File: src/rtl/gpio_port_pkg.sv
package gpio_port_pkg;

  localparam int NBANK = 4;
  localparam int BANK_SEL_W = $clog2(NBANK);

  typedef enum logic [2:0] {
    K_NONE = 3'd0,
    K_LVL  = 3'd1,
    K_DIR  = 3'd2,
    K_SET  = 3'd3,
    K_CLR  = 3'd4,
    K_AFL  = 3'd5,
    K_AFU  = 3'd6
  } reg_kind_e;

  typedef struct packed {
    reg_kind_e               kind;
    logic [BANK_SEL_W-1:0]   bank;
    logic                    in_win;
  } dec_t;

  // Byte offset of a bank's level register; the last bank sits in the upper page.
  function automatic int unsigned core_base(input int unsigned b);
    return (b == NBANK - 1) ? 32'h100 : 32'(4 * b);
  endfunction

endpackage

File: src/rtl/gpio_addr_dec.sv
module gpio_addr_dec
  import gpio_port_pkg::*;
#(
  parameter int ADDR_W = 12
) (
  input  logic [ADDR_W-1:0] addr,
  output dec_t              dec
);

  localparam logic [ADDR_W-1:0] WIN_TOP = ADDR_W'(32'h200);
  localparam int unsigned OFS_DIR = 32'h00C;
  localparam int unsigned OFS_SET = 32'h018;
  localparam int unsigned OFS_CLR = 32'h024;
  localparam int unsigned AF_BASE = 32'h054;
  localparam int unsigned AF_STEP = 32'h008;

  always_comb begin
    dec.kind   = K_NONE;
    dec.bank   = '0;
    dec.in_win = (addr < WIN_TOP);
    for (int b = 0; b < NBANK; b++) begin
      if (addr == ADDR_W'(core_base(b))) begin
        dec.kind = K_LVL; dec.bank = BANK_SEL_W'(b);
      end
      if (addr == ADDR_W'(core_base(b) + OFS_DIR)) begin
        dec.kind = K_DIR; dec.bank = BANK_SEL_W'(b);
      end
      if (addr == ADDR_W'(core_base(b) + OFS_SET)) begin
        dec.kind = K_SET; dec.bank = BANK_SEL_W'(b);
      end
      if (addr == ADDR_W'(core_base(b) + OFS_CLR)) begin
        dec.kind = K_CLR; dec.bank = BANK_SEL_W'(b);
      end
      if (addr == ADDR_W'(AF_BASE + AF_STEP * b)) begin
        dec.kind = K_AFL; dec.bank = BANK_SEL_W'(b);
      end
      if (addr == ADDR_W'(AF_BASE + AF_STEP * b + 4)) begin
        dec.kind = K_AFU; dec.bank = BANK_SEL_W'(b);
      end
    end
    if (!dec.in_win) dec.kind = K_NONE;
  end

endmodule

File: src/rtl/gpio_pin_bank.sv
module gpio_pin_bank #(
  parameter int BANK_W = 32
) (
  input  logic              clk,
  input  logic              rst,
  input  logic              wr_dir,
  input  logic              wr_set,
  input  logic              wr_clr,
  input  logic              wr_afl,
  input  logic              wr_afu,
  input  logic [BANK_W-1:0] wdata,
  output logic [BANK_W-1:0] dir_q,
  output logic [BANK_W-1:0] lat_q,
  output logic [BANK_W-1:0] afl_q,
  output logic [BANK_W-1:0] afu_q,
  output logic [BANK_W-1:0] drive_q,
  output logic [BANK_W-1:0] chg_q
);

  logic [BANK_W-1:0] dir_n, lat_n, drive_n;

  always_comb begin
    dir_n = wr_dir ? wdata : dir_q;
    lat_n = lat_q;
    if (wr_set) lat_n = lat_q | wdata;
    else if (wr_clr) lat_n = lat_q & ~wdata;
    drive_n = lat_n & dir_n;
  end

  always_ff @(posedge clk) begin
    if (rst) begin
      dir_q   <= '0;
      lat_q   <= '0;
      afl_q   <= '0;
      afu_q   <= '0;
      drive_q <= '0;
      chg_q   <= '0;
    end else begin
      dir_q   <= dir_n;
      lat_q   <= lat_n;
      drive_q <= drive_n;
      chg_q   <= drive_n ^ drive_q;
      if (wr_afl) afl_q <= wdata;
      if (wr_afu) afu_q <= wdata;
    end
  end

  p_set_or_r2: assert property (@(posedge clk) disable iff (rst)
    wr_set |=> ((lat_q & $past(wdata)) == $past(wdata)));

  p_clr_bits_r3: assert property (@(posedge clk) disable iff (rst)
    wr_clr |=> ((lat_q & $past(wdata)) == '0));

  p_drive_needs_dir_r7: assert property (@(posedge clk) disable iff (rst)
    ((drive_q & ~dir_q) == '0));

  p_chg_real_r8: assert property (@(posedge clk) disable iff (rst)
    (|chg_q) |-> (drive_q != $past(drive_q)));

  p_chg_needs_write_r8: assert property (@(posedge clk) disable iff (rst)
    (|chg_q) |-> $past(wr_dir || wr_set || wr_clr));

endmodule

File: src/rtl/gpio_rd_mux.sv
module gpio_rd_mux
  import gpio_port_pkg::*;
#(
  parameter int BANK_W = 32
) (
  input  dec_t                          dec,
  input  logic [NBANK*BANK_W-1:0]       pin_in,
  input  logic [NBANK-1:0][BANK_W-1:0]  dir_w,
  input  logic [NBANK-1:0][BANK_W-1:0]  lat_w,
  input  logic [NBANK-1:0][BANK_W-1:0]  afl_w,
  input  logic [NBANK-1:0][BANK_W-1:0]  afu_w,
  output logic [BANK_W-1:0]             rd_nxt
);

  logic [BANK_W-1:0] sel_dir, sel_lat, sel_in;

  assign sel_dir = dir_w[dec.bank];
  assign sel_lat = lat_w[dec.bank];
  assign sel_in  = pin_in[dec.bank*BANK_W +: BANK_W];

  always_comb begin
    unique case (dec.kind)
      K_LVL:   rd_nxt = (sel_lat & sel_dir) | (sel_in & ~sel_dir);
      K_DIR:   rd_nxt = sel_dir;
      K_AFL:   rd_nxt = afl_w[dec.bank];
      K_AFU:   rd_nxt = afu_w[dec.bank];
      default: rd_nxt = '0;
    endcase
  end

endmodule

File: src/rtl/gpio_port_regs.sv
module gpio_port_regs
  import gpio_port_pkg::*;
#(
  parameter int ADDR_W = 12,
  parameter int BANK_W = 32
) (
  input  logic                    clk,
  input  logic                    rst,
  input  logic [ADDR_W-1:0]       bus_addr,
  input  logic                    bus_we,
  input  logic                    bus_re,
  input  logic [BANK_W-1:0]       bus_wdata,
  output logic [BANK_W-1:0]       bus_rdata,
  input  logic [NBANK*BANK_W-1:0] pin_in,
  output logic [NBANK*BANK_W-1:0] pin_out,
  output logic [NBANK*BANK_W-1:0] pin_chg,
  output logic                    lvl_read_pulse,
  output logic                    map_err
);

  dec_t dec;
  logic [NBANK-1:0][BANK_W-1:0] dir_w, lat_w, afl_w, afu_w, drv_w, chg_w;
  logic [BANK_W-1:0] rd_nxt;
  logic hole;

  gpio_addr_dec #(.ADDR_W(ADDR_W)) u_dec (
    .addr (bus_addr),
    .dec  (dec)
  );

  for (genvar g = 0; g < NBANK; g++) begin : g_bank
    logic hit;
    assign hit = bus_we && (dec.bank == BANK_SEL_W'(g));

    gpio_pin_bank #(.BANK_W(BANK_W)) u_bank (
      .clk     (clk),
      .rst     (rst),
      .wr_dir  (hit && dec.kind == K_DIR),
      .wr_set  (hit && dec.kind == K_SET),
      .wr_clr  (hit && dec.kind == K_CLR),
      .wr_afl  (hit && dec.kind == K_AFL),
      .wr_afu  (hit && dec.kind == K_AFU),
      .wdata   (bus_wdata),
      .dir_q   (dir_w[g]),
      .lat_q   (lat_w[g]),
      .afl_q   (afl_w[g]),
      .afu_q   (afu_w[g]),
      .drive_q (drv_w[g]),
      .chg_q   (chg_w[g])
    );

    assign pin_out[g*BANK_W +: BANK_W] = drv_w[g];
    assign pin_chg[g*BANK_W +: BANK_W] = chg_w[g];
  end

  gpio_rd_mux #(.BANK_W(BANK_W)) u_mux (
    .dec    (dec),
    .pin_in (pin_in),
    .dir_w  (dir_w),
    .lat_w  (lat_w),
    .afl_w  (afl_w),
    .afu_w  (afu_w),
    .rd_nxt (rd_nxt)
  );

  assign hole = dec.in_win && (dec.kind == K_NONE);

  always_ff @(posedge clk) begin
    if (rst) begin
      bus_rdata      <= '0;
      lvl_read_pulse <= 1'b0;
      map_err        <= 1'b0;
    end else begin
      if (bus_re) bus_rdata <= rd_nxt;
      lvl_read_pulse <= bus_re && (dec.kind == K_LVL);
      map_err        <= (bus_we || bus_re) && hole;
    end
  end

  p_wo_reads_zero_r4: assert property (@(posedge clk) disable iff (rst)
    (bus_re && (dec.kind == K_SET || dec.kind == K_CLR)) |=> (bus_rdata == '0));

  p_above_window_r11: assert property (@(posedge clk) disable iff (rst)
    ((bus_we || bus_re) && !dec.in_win) |=> ($stable(pin_out) && !map_err));

  p_err_after_access_r12: assert property (@(posedge clk) disable iff (rst)
    map_err |-> $past(bus_we || bus_re));

  p_notify_after_read_r13: assert property (@(posedge clk) disable iff (rst)
    lvl_read_pulse |-> $past(bus_re));

  p_rdata_hold_r14: assert property (@(posedge clk) disable iff (rst)
    !bus_re |=> $stable(bus_rdata));

endmodule

File: config.mk
export PLATFORM = sky130hd
export DESIGN_NAME = gpio_port_regs
export DESIGN_NICKNAME = d
export VERILOG_FILES = /design/src/rtl/gpio_port_pkg.sv /design/src/rtl/gpio_addr_dec.sv /design/src/rtl/gpio_pin_bank.sv /design/src/rtl/gpio_rd_mux.sv /design/src/rtl/gpio_port_regs.sv
export SDC_FILE = /design/constraint.sdc
export NUM_CORES = 2
export LEC_CHECK = 0
export CAP_MARGIN = 30
export CORE_MARGIN = 4
export CORE_UTILIZATION = 36
export CTS_CLUSTER_DIAMETER = 60
export DETAILED_ROUTE_END_ITERATION = 16
export GPL_TIMING_DRIVEN = 0
export PLACE_DENSITY = 0.56
export SLEW_MARGIN = 10
export SYNTH_ARGS = -nofsm -noshare
export SYNTH_HDL_FRONTEND = slang
export SYNTH_SLANG_ARGS = --single-unit
export TNS_END_PERCENT = 20
File: constraint.sdc
create_clock -name clk -period 4.27 [get_ports clk]
set_clock_uncertainty 0.2 [all_clocks]
set_input_delay 0.427 -clock clk [delete_from_list [all_inputs] [get_ports clk]]
set_output_delay 0.427 -clock clk [all_outputs]
set_load 0.01 [all_outputs]
==> impl_results.md <==
- Status: finished, final reports clean
- Clock Tree Buf Depth: 3
- Drt drc: 0
- Reg clk slew, reported paths: 60 ps
- CTS tree: yes
- Nets: 5205
- Post-synthesis xor/xnor area fraction: 2.43%
- Core ar.: 98400 um^2
- Yosys cell types: 71
- Tmin final: 4240 ps
- Ys async rst share: 0%
- Total GRT Usage: 31.9%
- Synth Area in Compound Gates: 22.9%
- WHS Path Cells: 3
- Top cells by count, synth: 1073 x nand2_1, 802 x dfxtp_1, 720 x a21oi_1
- Pre-antenna DRT Iters: 12
- CP required: 4590 ps
- Top-count cell post-synth: nand2_1
- Gpl congestion: 0.990
- LEAKAGE: 15.0 nW
- Post-synthesis mux area share: 3.97%
- Least-Margin Pin Slew: 1050 ps
- Largest net degree at the start of global routing: 14
- DR vias/cell: 5.70
- Syn avg cell area: 8.02 um^2
- PortBufs: 462
- Area of the die: 104000 um^2
- Ports: 466
- Iter 0 DRT Violations: 5374
- Post-Synth Simple-Gate Area: 19.9%
- Synth warnings: 0
- Area grow syn2layout: 27.4%
- Largest family of logic cells by synthesized area: compound AO/OA/AOI/OAI gates
- Worst path cell trace: clkdlybuf4s50_1 > clkbuf_4 > clkbuf_4 > nor2_1 > a22oi_1 > o21ai_0 > a21o_1 > a21oi_4 > ha_1 > and2_2 > nor3b_4 > buf_4 > o2bb2ai_1 > nor3_2 > xnor2_1 > nor2_1
- Highest clock rate: 0.236 GHz
- Vias in the first global route: 33500
- Seq/Total Area, Yosys: 44.9%
- Dpl cells: 6213
- Period utilisation layout: 99.4%
- Final Hold Violating Endpoints: 0
- Height of the chip: 323 um
- Final Non-Filler Cells: 6388
- Mapped Nets: 4637
- Worst Path Max Fanout: 10
- Initial core utilization: 36.3%
- Clk root buf: clkbuf_16
- RSZ-0062 raised after global routing: true
- Dpl hpwl: 139000 um
- CTS Sinks: 802
- Largest stage delay, worst path: 540 ps
- WHS: 91.6 ps
- Setup tns final: 0 ps
- Post-CTS Hold Buffers: 0
- Vias: 36400
- FILL cells: 9944
- Htree depth: 3
- Chip Width: 323 um
- # rows: 115
- First-pass GRT wire length: 242000 um
- Total Power: 0.0168 W
- Layout cell share with drive strength beyond 1: 9.01%
- Seq cells post-synth: 802
- CP Class: primary input to flip-flop
- Worst R2R Path Depth: 5
- Min-delay worst type: primary input to flip-flop
- Mapped Area: 35800 um^2
- Yosys top cell by area: dfxtp_1
- Critical path launch point type: primary input
- Slowest CP cell: clkdlybuf4s50_1
- Power per standard cell area: 368 nW/um^2
- Clock Latency Late Sink: 680 ps
- Post-Synth Adder-Cell Area: 0.140%
- Clock buffer count from CTS: 94
- Post-synthesis instance total: 4457
- Synth area leaders: dfxtp_1 45%, nand2_1 11%, a21oi_1 10%
- Final setup violation count: 0
- Antenna violations before repair: 11
- Mean routed wirelength per cell: 27.3 um
- Final wirelength: 174000 um
- Dominant synthesized flop cell: dfxtp_1
- Max_slew headroom: 29.8%
- Number of synthesized flops with an enable pin: 0
- # Max-Cap Violations: 0
- Post-DRT Antenna Nets: 0
- Crit path DAT: 4560 ps
- Grt ovf: 0
- Final slew viol count: 0
- Area share of the largest cell type after synthesis: 44.9%
- Setup crit end kind: flip-flop
- Maximum vdd drop: 0.000286 V
-- per-layer routing --
metal / track usage, % / vias to the layer above / share of wire [%]
li1: - / 16500 / -
met1: 43.1 / 17500 / 41
met3: 8.34 / 304 / 11
met2: 49.3 / 2132 / 43
met5: 0 / - / 0.0092
met4: 11.4 / 2 / 3.9
-- kinds of logic (layout without fill, tap and decap cells) --
family | after synthesis | count (layout)
multiplexers | 130 | 130
other | 0 | 4
adder cells (fa/ha/maj) | 4 | 4
XOR/XNOR | 99 | 99
AO/OA/AOI/OAI | 1271 | 1271
flip-flops | 802 | 802
AND/OR/NAND/NOR | 1670 | 1670
buffers and inverters | 481 | 1121
-- path summary, 6_finish.rpt --
check                        startpoint                          to  slack [ps]
max                         bus_addr[6]  g_bank[1].u_bank.chg_q[21]          30
min                              bus_re                bus_rdata[5]          90
max reg2reg   g_bank[2].u_bank.dir_q[0]                bus_rdata[0]        1460
min reg2reg  g_bank[2].u_bank.afl_q[28]  g_bank[2].u_bank.afl_q[28]         250
-- critical path, delay by kind of cell --
family                     cells  cell delay (ps)
buffers and inverters          4             1330
AOI/OAI and AO/OA              5             1030
xor gates and xnor gates       1              200
adders and majority gates      1              270
and+or+nand+nor                5             1290
-- cell type report --
type	instances	area [um^2]	share of cell area [%]
diodes	4	10.0	0.0220
plain buffers	408	1820	3.99
clock buffers	124	2650	5.81
clock inverters	44	517	1.13
inverters	70	263	0.577
multi-input cells	3174	17900	39.2
flip-flops and latches	802	16100	35.2
well taps	1287	1610	3.53
repair buffers	475	4760	10.4
-- registers in the layout, summed over array words and instances, names as in the netlist --
register / count
lvl_read_pulse: 1
g_bank.u_bank.afl_q: 128
map_err: 1
g_bank.u_bank.dir_q: 128
g_bank.u_bank.drive_q: 128
g_bank.u_bank.lat_q: 128
g_bank.u_bank.afu_q: 128
bus_rdata: 32
g_bank.u_bank.chg_q: 128
-- what timing repair did --
item | CTS | global route
buffers inserted | 2 | 3
setup endpoints to repair | 421 | 298
pin swaps | 3 | 7
resized for setup | 24 | 45
-- cells in the final DEF (no fill, tap or decap), drive strengths merged, types with 12 or more instances in the layout --
master / instances
a211oi: 34
a21boi: 32
a21o: 27
a21oi: 720
a221o: 63
a222oi: 98
a2bb2oi: 24
and2: 45
buf: 154
clkbuf: 391
clkdlybuf4s50: 462
clkinv: 18
dfxtp: 802
inv: 81
mux2: 94
mux2i: 36
nand2: 1075
nand2b: 65
nand3: 14
nand4: 12
nor2: 304
nor2b: 72
nor4: 36
o211ai: 88
o21ai: 133
o221ai: 31
xor2: 92
-- per-stage QoR --
step	area [um^2]	worst slack [ps]	utilization, %
global route	45600	-9.19	46.3
global placement	42000	-1640	42.7
CTS	45400	3.55	46.1
finish	45600	26.4	46.3
detailed placement	42100	-1400	42.8
floorplan	35800	675	-
-- power breakdown --
group          total (W)  switching, W  internal, W
Clock            0.00841       0.00349      0.00492
Sequential       0.00748   0.000000511      0.00748
Combinational   0.000868      0.000610     0.000258
Note: power is estimated with default switching activity, not from simulation.
